`src/rtl/tmr_bank_pkg.sv`:
```
package tmr_bank_pkg;

  typedef enum logic [1:0] {
    TM_FREE     = 2'd0,
    TM_ONCE     = 2'd1,
    TM_PERIOD   = 2'd2,
    TM_FREE_ALT = 2'd3
  } tmr_mode_e;

  localparam int CTL_EN_BIT    = 0;
  localparam int CTL_MODE_LSB  = 4;
  localparam int CTL_BYTE_W    = 8;
  localparam int SEL_CNT_BIT   = 2;
  localparam int CH_STRIDE_LOG = 3;

  function automatic logic mode_expires(tmr_mode_e m);
    return (m == TM_ONCE) || (m == TM_PERIOD);
  endfunction

endpackage

```
`src/rtl/tmr_rst_sync.sv`:
```
module tmr_rst_sync (
  input  logic clk,
  input  logic arst_n,
  output logic rst_n
);
  logic [1:0] sync_q;

  always_ff @(posedge clk or negedge arst_n) begin
    if (!arst_n) begin
      sync_q <= 2'b00;
    end else begin
      sync_q <= {sync_q[0], 1'b1};
    end
  end

  assign rst_n = sync_q[1];
endmodule

```
`src/rtl/tmr_channel.sv`:
```
module tmr_channel
  import tmr_bank_pkg::*;
#(
  parameter int CNT_W = 32
) (
  input  logic                  clk,
  input  logic                  rst_n,
  input  logic                  ctl_we,
  input  logic                  cnt_we,
  input  logic [CTL_BYTE_W-1:0] ctl_wdata,
  input  logic [CNT_W-1:0]      cnt_wdata,
  output logic                  en_o,
  output tmr_mode_e             mode_o,
  output logic [CNT_W-1:0]      cnt_o,
  output logic [CNT_W-1:0]      load_o,
  output logic                  irq_o
);
  logic             en_q, en_d;
  tmr_mode_e        mode_q, mode_d;
  logic [CNT_W-1:0] cnt_q, cnt_d;
  logic [CNT_W-1:0] load_q, load_d;
  logic             irq_q, irq_d;
  logic             expire;
  logic             upd_en;

  assign expire = en_q && mode_expires(mode_q) && (cnt_q == '0);
  assign upd_en = ctl_we || cnt_we || en_q;

  always_comb begin
    en_d   = en_q;
    mode_d = mode_q;
    cnt_d  = cnt_q;
    load_d = load_q;
    irq_d  = 1'b0;
    if (ctl_we || cnt_we) begin
      if (ctl_we) begin
        en_d   = ctl_wdata[CTL_EN_BIT];
        mode_d = tmr_mode_e'(ctl_wdata[CTL_MODE_LSB +: 2]);
      end
      if (cnt_we) begin
        cnt_d  = cnt_wdata;
        load_d = cnt_wdata;
      end
    end else if (en_q) begin
      if (expire) begin
        irq_d = 1'b1;
        if (mode_q == TM_PERIOD) begin
          cnt_d = load_q;
        end else begin
          en_d = 1'b0;
        end
      end else begin
        cnt_d = cnt_q - 1'b1;
      end
    end
  end

  always_ff @(posedge clk or negedge rst_n) begin
    if (!rst_n) begin
      en_q   <= 1'b0;
      mode_q <= TM_FREE;
      cnt_q  <= '0;
      load_q <= '0;
      irq_q  <= 1'b0;
    end else begin
      irq_q <= irq_d;
      if (upd_en) begin
        en_q   <= en_d;
        mode_q <= mode_d;
        cnt_q  <= cnt_d;
        load_q <= load_d;
      end
    end
  end

  assign en_o   = en_q;
  assign mode_o = mode_q;
  assign cnt_o  = cnt_q;
  assign load_o = load_q;
  assign irq_o  = irq_q;
endmodule

```
`src/rtl/tmr_bus_port.sv`:
```
module tmr_bus_port
  import tmr_bank_pkg::*;
#(
  parameter int NUM_CH = 8,
  parameter int CNT_W  = 32,
  parameter int ADDR_W = 6
) (
  input  logic              clk,
  input  logic              rst_n,
  input  logic              bus_req,
  input  logic              bus_wr,
  input  logic [ADDR_W-1:0] bus_addr,
  input  logic              ch_en   [NUM_CH],
  input  tmr_mode_e         ch_mode [NUM_CH],
  input  logic [CNT_W-1:0]  ch_cnt  [NUM_CH],
  output logic [NUM_CH-1:0] ctl_we,
  output logic [NUM_CH-1:0] cnt_we,
  output logic [CNT_W-1:0]  bus_rdata,
  output logic              bus_rvalid
);
  localparam int IDX_W = ADDR_W - CH_STRIDE_LOG;
  localparam logic [IDX_W:0] NUM_CH_L = NUM_CH[IDX_W:0];

  logic [IDX_W-1:0] ch_idx;
  logic             is_cnt;
  logic             idx_ok;
  logic             rd_req;
  logic             wr_req;
  logic [CNT_W-1:0] rdata_d, rdata_q;
  logic             rvalid_q;
  logic             unused_addr_lsb;

  assign ch_idx          = bus_addr[ADDR_W-1:CH_STRIDE_LOG];
  assign is_cnt          = bus_addr[SEL_CNT_BIT];
  assign idx_ok          = ({1'b0, ch_idx} < NUM_CH_L);
  assign rd_req          = bus_req && !bus_wr;
  assign wr_req          = bus_req && bus_wr;
  assign unused_addr_lsb = ^bus_addr[1:0];

  for (genvar g = 0; g < NUM_CH; g++) begin : g_strobe
    assign ctl_we[g] = wr_req && (ch_idx == IDX_W'(g)) && !is_cnt;
    assign cnt_we[g] = wr_req && (ch_idx == IDX_W'(g)) &&  is_cnt;
  end

  always_comb begin
    rdata_d = '0;
    if (idx_ok) begin
      if (is_cnt) begin
        rdata_d = ch_cnt[ch_idx];
      end else begin
        rdata_d = CNT_W'({ch_mode[ch_idx], 3'b000, ch_en[ch_idx]});
      end
    end
  end

  always_ff @(posedge clk or negedge rst_n) begin
    if (!rst_n) begin
      rvalid_q <= 1'b0;
      rdata_q  <= '0;
    end else begin
      rvalid_q <= rd_req;
      if (rd_req) begin
        rdata_q <= rdata_d;
      end
    end
  end

  assign bus_rdata  = rdata_q;
  assign bus_rvalid = rvalid_q;
endmodule

```
`src/rtl/tmr_bank.sv`:
```
module tmr_bank
  import tmr_bank_pkg::*;
#(
  parameter int NUM_CH = 8,
  parameter int CNT_W  = 32,
  parameter int ADDR_W = $clog2(NUM_CH) + CH_STRIDE_LOG
) (
  input  logic              clk,
  input  logic              arst_n,
  input  logic              bus_req,
  input  logic              bus_wr,
  input  logic [ADDR_W-1:0] bus_addr,
  input  logic [CNT_W-1:0]  bus_wdata,
  output logic [CNT_W-1:0]  bus_rdata,
  output logic              bus_rvalid,
  output logic [NUM_CH-1:0] irq
);
  logic              rst_n;
  logic [NUM_CH-1:0] ctl_we;
  logic [NUM_CH-1:0] cnt_we;
  logic              ch_en   [NUM_CH];
  tmr_mode_e         ch_mode [NUM_CH];
  logic [CNT_W-1:0]  ch_cnt  [NUM_CH];
  logic [CNT_W-1:0]  ch_load [NUM_CH];

  tmr_rst_sync i_rst_sync (
    .clk    (clk),
    .arst_n (arst_n),
    .rst_n  (rst_n)
  );

  tmr_bus_port #(
    .NUM_CH (NUM_CH),
    .CNT_W  (CNT_W),
    .ADDR_W (ADDR_W)
  ) i_bus_port (
    .clk        (clk),
    .rst_n      (rst_n),
    .bus_req    (bus_req),
    .bus_wr     (bus_wr),
    .bus_addr   (bus_addr),
    .ch_en      (ch_en),
    .ch_mode    (ch_mode),
    .ch_cnt     (ch_cnt),
    .ctl_we     (ctl_we),
    .cnt_we     (cnt_we),
    .bus_rdata  (bus_rdata),
    .bus_rvalid (bus_rvalid)
  );

  for (genvar g = 0; g < NUM_CH; g++) begin : g_ch
    tmr_channel #(
      .CNT_W (CNT_W)
    ) i_channel (
      .clk       (clk),
      .rst_n     (rst_n),
      .ctl_we    (ctl_we[g]),
      .cnt_we    (cnt_we[g]),
      .ctl_wdata (bus_wdata[CTL_BYTE_W-1:0]),
      .cnt_wdata (bus_wdata),
      .en_o      (ch_en[g]),
      .mode_o    (ch_mode[g]),
      .cnt_o     (ch_cnt[g]),
      .load_o    (ch_load[g]),
      .irq_o     (irq[g])
    );
  end
endmodule

```
`config.mk`:
```
export PLATFORM = sky130hd
export DESIGN_NAME = tmr_bank
export DESIGN_NICKNAME = d
export VERILOG_FILES = /design/src/rtl/tmr_bank_pkg.sv /design/src/rtl/tmr_rst_sync.sv /design/src/rtl/tmr_channel.sv /design/src/rtl/tmr_bus_port.sv /design/src/rtl/tmr_bank.sv
export SDC_FILE = /design/constraint.sdc
export NUM_CORES = 2
export LEC_CHECK = 0
export BUFFER_PORTS_ARGS = -buffer_cell sky130_fd_sc_hd__buf_2
export CAP_MARGIN = 40
export CORE_ASPECT_RATIO = 1.75
export CORE_MARGIN = 2
export CORE_UTILIZATION = 65
export DETAILED_ROUTE_END_ITERATION = 6
export PLACE_DENSITY = 0.79
export REMOVE_ABC_BUFFERS = 1
export SLEW_MARGIN = 10
export SYNTH_ARGS = -nofsm -noshare
export SYNTH_HDL_FRONTEND = slang
export SYNTH_SLANG_ARGS = --single-unit
export TNS_END_PERCENT = 5
```
`constraint.sdc`:
```
create_clock -name clk -period 48.9 [get_ports clk]
set_clock_uncertainty 0.2 [all_clocks]
set_input_delay 0 -clock clk [delete_from_list [all_inputs] [get_ports clk]]
set_output_delay 0 -clock clk [all_outputs]
set_load 0.1 [all_outputs]
```
Yosys cells after proc, flatten, opt, wreduce, memory -nomap -nowiden
Index checks and enable logic that the tools add are counted.
{ "word_totals": {"reg_bits": 579, "inputBits": 42, "out_inout_bits": 41, "wordCells": 331} }
{ "op_classes": {"add_sub_neg": 8, "n_lt_le_gt_ge": 1, "eq_ne": 47, "n_mux": 114, "bitwise_logic": 1, "n_reduce_logical": 117} }
{ "op_table": {"columns": ["op", "count"], "rows": [
  ["$mux 32", 43],
  ["$logic_not 32->1", 8],
  ["$sub 32x1->32 const B", 8],
  ["$bmux 32 s3", 1],
  ["$mux 1", 66],
  ["$reduce_and 3->1", 16],
  ["$logic_and 1x1->1", 42],
  ["$ne 2x1->1 const B", 16],
  ["$reduce_and 4->1", 8],
  ["$logic_or 1x1->1", 24],
  ["$ne 3x3->1 const B", 8],
  ["$eq 2x1->1 const B", 8],
  ["$eq 2x2->1 const B", 8],
  ["$reduce_and 2->1", 8],
  ["$reduce_bool 2->1", 8],
  ["$eq 3x3->1 const B", 4],
  ["$bmux 2 s3", 1],
  ["$eq 3x2->1 const B", 2],
  ["$ge 4x4->1 const B", 1],
  ["$mux 2", 2],
  ["$not 3->4", 1],
  ["$bmux 1 s3", 1],
  ["$eq 3x1->1 const B", 1],
  ["$logic_not 3->1", 1],
  ["$logic_not 1->1", 2]
]} }

Longest topological paths before layout
{ "depth": {"word_depth": 7, "ltp_mapped": 11, "depth_no_buf": 8} }

Modules after synthesis
Synthesis repeated with hierarchy kept, for this count alone.
{ "unflattened": {"cells_unflattened": 3483, "area_unflattened_um2": 34061.4} }
{ "modules_own_cells": {"columns": ["mod", "instances", "cells_each", "area_per_inst_um2", "seq_area_each_um2"], "rows": [
  ["tmr_channel at g_ch[3].i_channel ...", 5, 395, 3761.1, 1701.6],
  ["tmr_channel at g_ch[0].i_channel ...", 2, 408, 3977.6, 1701.6],
  ["tmr_channel at g_ch[2].i_channel", 1, 412, 3808.7, 1701.6],
  ["tmr_bus_port", 1, 277, 3438.3, 825.8],
  ["tmr_rst_sync", 1, 3, 53.8, 50.0]
]} }

Worst setup path before layout
No wires, ideal clock.
{ "synth_path": {"kind": "register to register", "startpoint": "register g_ch[7].i_channel.mode_q[0]", "endpoint": "register g_ch[7].i_channel.cnt_q[24]", "setup_time_ps": 121, "t_arrival_ps": 2767, "path_slack_ps": 45812, "stages_incl_launch_ff": 11, "period_less_slack_ps": 3088, "path_cell_list": "dfrtp_1 > inv_1 > ha_1 > or4b_1 > or4_1 > buf_2 > nor4_4 > a21oi_1 > clkbuf_1 > buf_2 > a22o_1"} }
{ "synth_between": {"elab_chain_cells": 7, "elab_cells_between_ends": 10, "cone_classes": "eq/ne (3); mux (3); reduce/logical (4)"} }
{ "synth_lines": {"columns": ["item", "line", "rtl"], "rows": [
  ["start: declaration", "tmr_channel.sv:19", "tmr_mode_e mode_q, mode_d;"],
  ["start signal: assignment", "tmr_channel.sv:69", "mode_q <= mode_d;"],
  ["$eq 2x1->1 / $eq 2x2->1 (equally long branches)", "tmr_bank_pkg.sv:17, tmr_channel.sv:47", null],
  ["$logic_or 1x1->1", "tmr_bank_pkg.sv:17", "return (m == TM_ONCE) || (m == TM_PERIOD);"],
  ["$logic_and 1x1->1 (2 in a row)", "tmr_channel.sv:26", "assign expire = en_q && mode_expires(mode_q) && (cnt_q == '0);"],
  ["$mux 32", "tmr_channel.sv:45", "if (expire) begin"],
  ["$mux 32", "tmr_channel.sv:44", "end else if (en_q) begin"],
  ["$mux 32", "tmr_channel.sv:35", "if (ctl_we || cnt_we) begin"],
  ["end signal: assignment", "tmr_channel.sv:70", "cnt_q <= cnt_d;"],
  ["end: declaration", "tmr_channel.sv:20", "logic [CNT_W-1:0] cnt_q, cnt_d;"]
]} }
Parallel ways exist; a longest one is shown, timed or not. The select of a mux whose other input is x is not followed.
A chain may end at the register's enable or synchronous reset.

Worst setup path in the final report
{ "layout_path": {"startpoint": "register g_ch[5].i_channel.cnt_q[0]", "endpoint": "register g_ch[5].i_channel.cnt_q[21]"} }
{ "layout_between": {"elab_chain_cells": 5, "elab_cells_between_ends": 8, "cone_classes": "add/sub (1); eq/ne (1); mux (3); reduce/logical (3)"} }
{ "layout_lines": {"columns": ["item", "line"], "rows": [
  ["start: declaration", "tmr_channel.sv:20"],
  ["start signal: assignment", "tmr_channel.sv:70"],
  ["branches (longest 5 deep; another with $sub 32x1->32)", null]
]} }
Parallel ways; which one is timed is not known. The select of a mux whose other input is x is not followed.

==> results.md <==
* Largest family of logic cells by synthesized area: compound AO/OA/AOI/OAI gates
* Worst slack, placed at roughly 45 ns
* Fin nets at roughly 3600
* Cell variety after synth at 89
* CP Capture Type: flop
* Max Fanout on Critical Path at 21
* Psw at roughly 0.42 mW
* Clock Sinks at approximately 580
* Die height at around 300 um
* GP Congestion at 1.05
* Count of final setup violators at 0
* Failing checks: DRC
* Top Family by Delay on Critical Path: simple AND/OR/NAND/NOR gates
* GR Util All Layers at 0.510
* Hold slack at around 0.0085 ns
* CTS tree: yes
* Primary FF master, synth: dfrtp_1
* Fill cells at roughly 3700
* Worst slew margin at 0.322
* Final period util at 0.0858
* Antenna-violating nets left at 0
* Core footprint at roughly 0.050 sq mm
* Post-synthesis cell area at 0.0331 sq mm
* Logic pwr share at 0.174
* Clock Tree Root: clkbuf_16
* Port bufs at 80
* Largest net degree at the start of global routing at roughly 160
* Arrival @ worst endpoint at 4.56 ns
* Max Root-Sink Buffers at 3
* Critical Path Start Type: flop
* Critical Path RT at roughly 50 ns
* Post-Synth XOR/XNOR Area at 0.00503
* Area share of the largest cell type after synthesis at 0.438
* First-pass GRT wire length at 198000 um
* Fraction of layout cells with a size suffix above 1 at 0.164
* Drt total wl at approximately 130000 um
* DIE AREA at around 0.053 sq mm
* Detailed Place HPWL at 91100 um
* Area leader, netlist: dfrtp_1
* Initial antenna violation count at 6
* Hold Path Class: input port to async pin
* Synth Area in Adders at 0.00605
* I/O Pins at 83
* # DRC at 31
* Crit path max-delay cell type: or3_1
* Detailed-route via count at roughly 32000
* #FFs+latches synth at slightly below 600
* Worst slew pin tran at around 1.0 ns
* Number of synthesized flops with an enable pin at 0
* Width of the chip at approximately 170 um
* Setup TNS at 0 ns
* Simple-gate share of the synthesized area at 0.190
* DRT Pass-1 Iters at 7
* Vias in the first global route at roughly 31000
* Post-synthesis mux area share at 0.125
* Outcome: finished with violations
* Layout area overhead at 10.3%
* Seq pwr share at 0.476
* Top post-synthesis cells by area: dfrtp_1, mux2_2, nand2_1
* Final hold viol count at 0
* Yosys warns at 0
* Most frequent cell after synthesis: dfrtp_1
* CP bufs+invs at 1
* Setup CP Type: flop to flop
* Initial Utilization at 0.656
* Fmax at approximately 0.24 GHz
* Async set-reset flop share out of synthesis at 1.00
* Max-cap violations at 0
* DR iter-0 viols at 4202
* CTS resizes at 0
* Setup ws final at 44.70 ns
* Min cycle time layout at roughly 4.2 ns
* H-tree depth at 2
* Post-synthesis cell count at about 3600
* Clock power share at 0.350
* Row count at about 110
* Via/cell ratio at approximately 7.5
* PwrDens at between 30 and 40 mW/mm^2
* Part of the Yosys area used for sequential elements at 0.438
* Routed wire per std cell at 31.4 um
* Worst VDD drop at 0.0348 mV
* RSZ-0062 raised after global routing: no
* Synth Area per Inst at just over 9 sq um
* Post-synthesis compound-gate area fraction at 0.191
* Leak Pwr at 15.4 nW
* CTS clock-pin slew for the worst setup and hold paths at around 0.070 ns
* CTS buffer count at 54
* Worst path cell trace: inv_1 -> ha_1 -> or3b_1 -> or4_1 -> or3_1 -> nor2_1 -> a221oi_1 -> o2bb2ai_1
* Int Pwr at 0.894 mW
* Global route overflow at 0
* Synth top cells by count: dfrtp_1, nand2_1, o21ai_0, nor2_1, clkbuf_1
* Final max-slew violation count at 0
* Worst path max stage delay at between 0.8 and 0.9 ns
* Sw Ratio at 0.320
* Clk Latency, worst-skew pair at around 0.65 ns
## cell type report
cell class | count | area (sq um) | area share
Clock buffer | 84 | 1700 | 0.0465
Antenna cell | 4 | 10.0 | 0.000274
Multi-Input combinational cell | 2633 | 17300 | 0.473
Tap cell | 666 | 833 | 0.0228
Clock inverter | 17 | 195 | 0.00535
Sequential cell | 579 | 14500 | 0.397
Inverter | 92 | 345 | 0.00946
Timing Repair Buffer | 197 | 1670 | 0.0457
## power by group through the flow
stage          logic [mW]  clock network (mW)  registers, mW
6_report            0.229               0.460          0.626
3_3_place_gp        0.208                   0          0.624
5_1_grt             0.244               0.475          0.629
2_1_floorplan       0.128                   0          0.617
3_5_place_dp        0.218                   0          0.628
4_1_cts             0.222               0.457          0.619
## flip-flops by register name, indices dropped and copies added (netlist names)
signal / cells
g_ch.i_channel.cnt_o: 256
i_bus_port.bus_rvalid: 1
g_ch.i_channel.load_o: 256
i_bus_port.bus_rdata: 32
g_ch.i_channel.en_o: 8
g_ch.i_channel.irq_o: 8
g_ch.i_channel.mode_o: 16
i_rst_sync.sync_q: 2
## logic make-up after synthesis
| kind of cell | count (synthesis) |
|---|---|
| compound gates | 981 |
| xor+xnor | 19 |
| fa+ha+maj | 16 |
| buf+inv | 370 |
| flops | 579 |
| mux | 299 |
| other cells | 1 |
| simple gates | 1317 |
## worst min-delay path, delay by kind of cell
family / cells / cell delay (ns)
buffers and inverters: 3 / 1.19
## layout by cell type, fill, tap and decap left out, types with 19 or more instances in the layout
master | Yosys | layout
a32oi_1 | 21 | 21
nand3_1 | 68 | 67
o22ai_1 | 22 | 22
buf_4 | 12 | 58
mux2_2 | 194 | 194
o211ai_1 | 53 | 53
o2bb2ai_1 | 31 | 31
clkbuf_16 | 0 | 57
or4_1 | 30 | 30
or2_2 | 19 | 19
nor4_1 | 90 | 88
mux4_2 | 73 | 73
nor2_1 | 274 | 258
nand4_1 | 34 | 34
nor3_1 | 152 | 152
dlygate4sd3_1 | 0 | 39
a22o_1 | 33 | 33
mux2i_1 | 32 | 32
a31oi_1 | 51 | 51
inv_1 | 92 | 92
or3_1 | 48 | 48
a211oi_1 | 65 | 65
o31ai_1 | 37 | 35
o21ai_0 | 284 | 284
buf_2 | 25 | 78
dfrtp_1 | 579 | 578
a21oi_1 | 175 | 172
o21ai_1 | 51 | 50
nand2_1 | 498 | 498
## per-layer routing
metal,track usage,vias up,wire [um]
met5,0,-,53
met4,0.528,8,17800
met3,0.112,853,14500
met2,0.797,2442,60200
met1,0.563,15315,41600
li1,-,13230,-
## worst paths after layout
kind / start / slack, ns / cells after the start / to
max in group asynchronous: i_rst_sync.sync_q[1]$_DFF_PN0_ / 45.22 / 6 / g_ch[4].i_channel.cnt_o[13]$_DFFE_PN0P_
max reg2reg: g_ch[5].i_channel.cnt_o[0]$_DFFE_PN0P_ / 44.70 / 8 / g_ch[5].i_channel.cnt_o[21]$_DFFE_PN0P_
min: arst_n / 0.008 / 3 / i_rst_sync.sync_q[1]$_DFF_PN0_
min reg2reg: i_rst_sync.sync_q[0]$_DFF_PN0_ / 0.17 / 0 / i_rst_sync.sync_q[1]$_DFF_PN0_
max: g_ch[5].i_channel.cnt_o[0]$_DFFE_PN0P_ / 44.70 / 8 / g_ch[5].i_channel.cnt_o[21]$_DFFE_PN0P_
min in group clk: bus_wdata[5] / 0.01 / 3 / g_ch[2].i_channel.load_o[5]$_DFFE_PN0P_
## stage by stage
stage	std cells	area (sq um)	total power, mW	util
after CTS	4266	36500	1.30	0.723
after global routing	4268	36500	1.35	0.723
after floorplan	3304	32000	0.745	-
after detailed placement	4126	34200	0.846	0.677
after global placement	4101	33700	0.831	0.669
final	4272	36500	1.31	0.724
## what timing repair did
action,in CTS,in global routing
buffers inserted,0,0
endpoints found under the hold margin,544,0
hold buffers,39,0
Power figures use the tool's default switching activity.
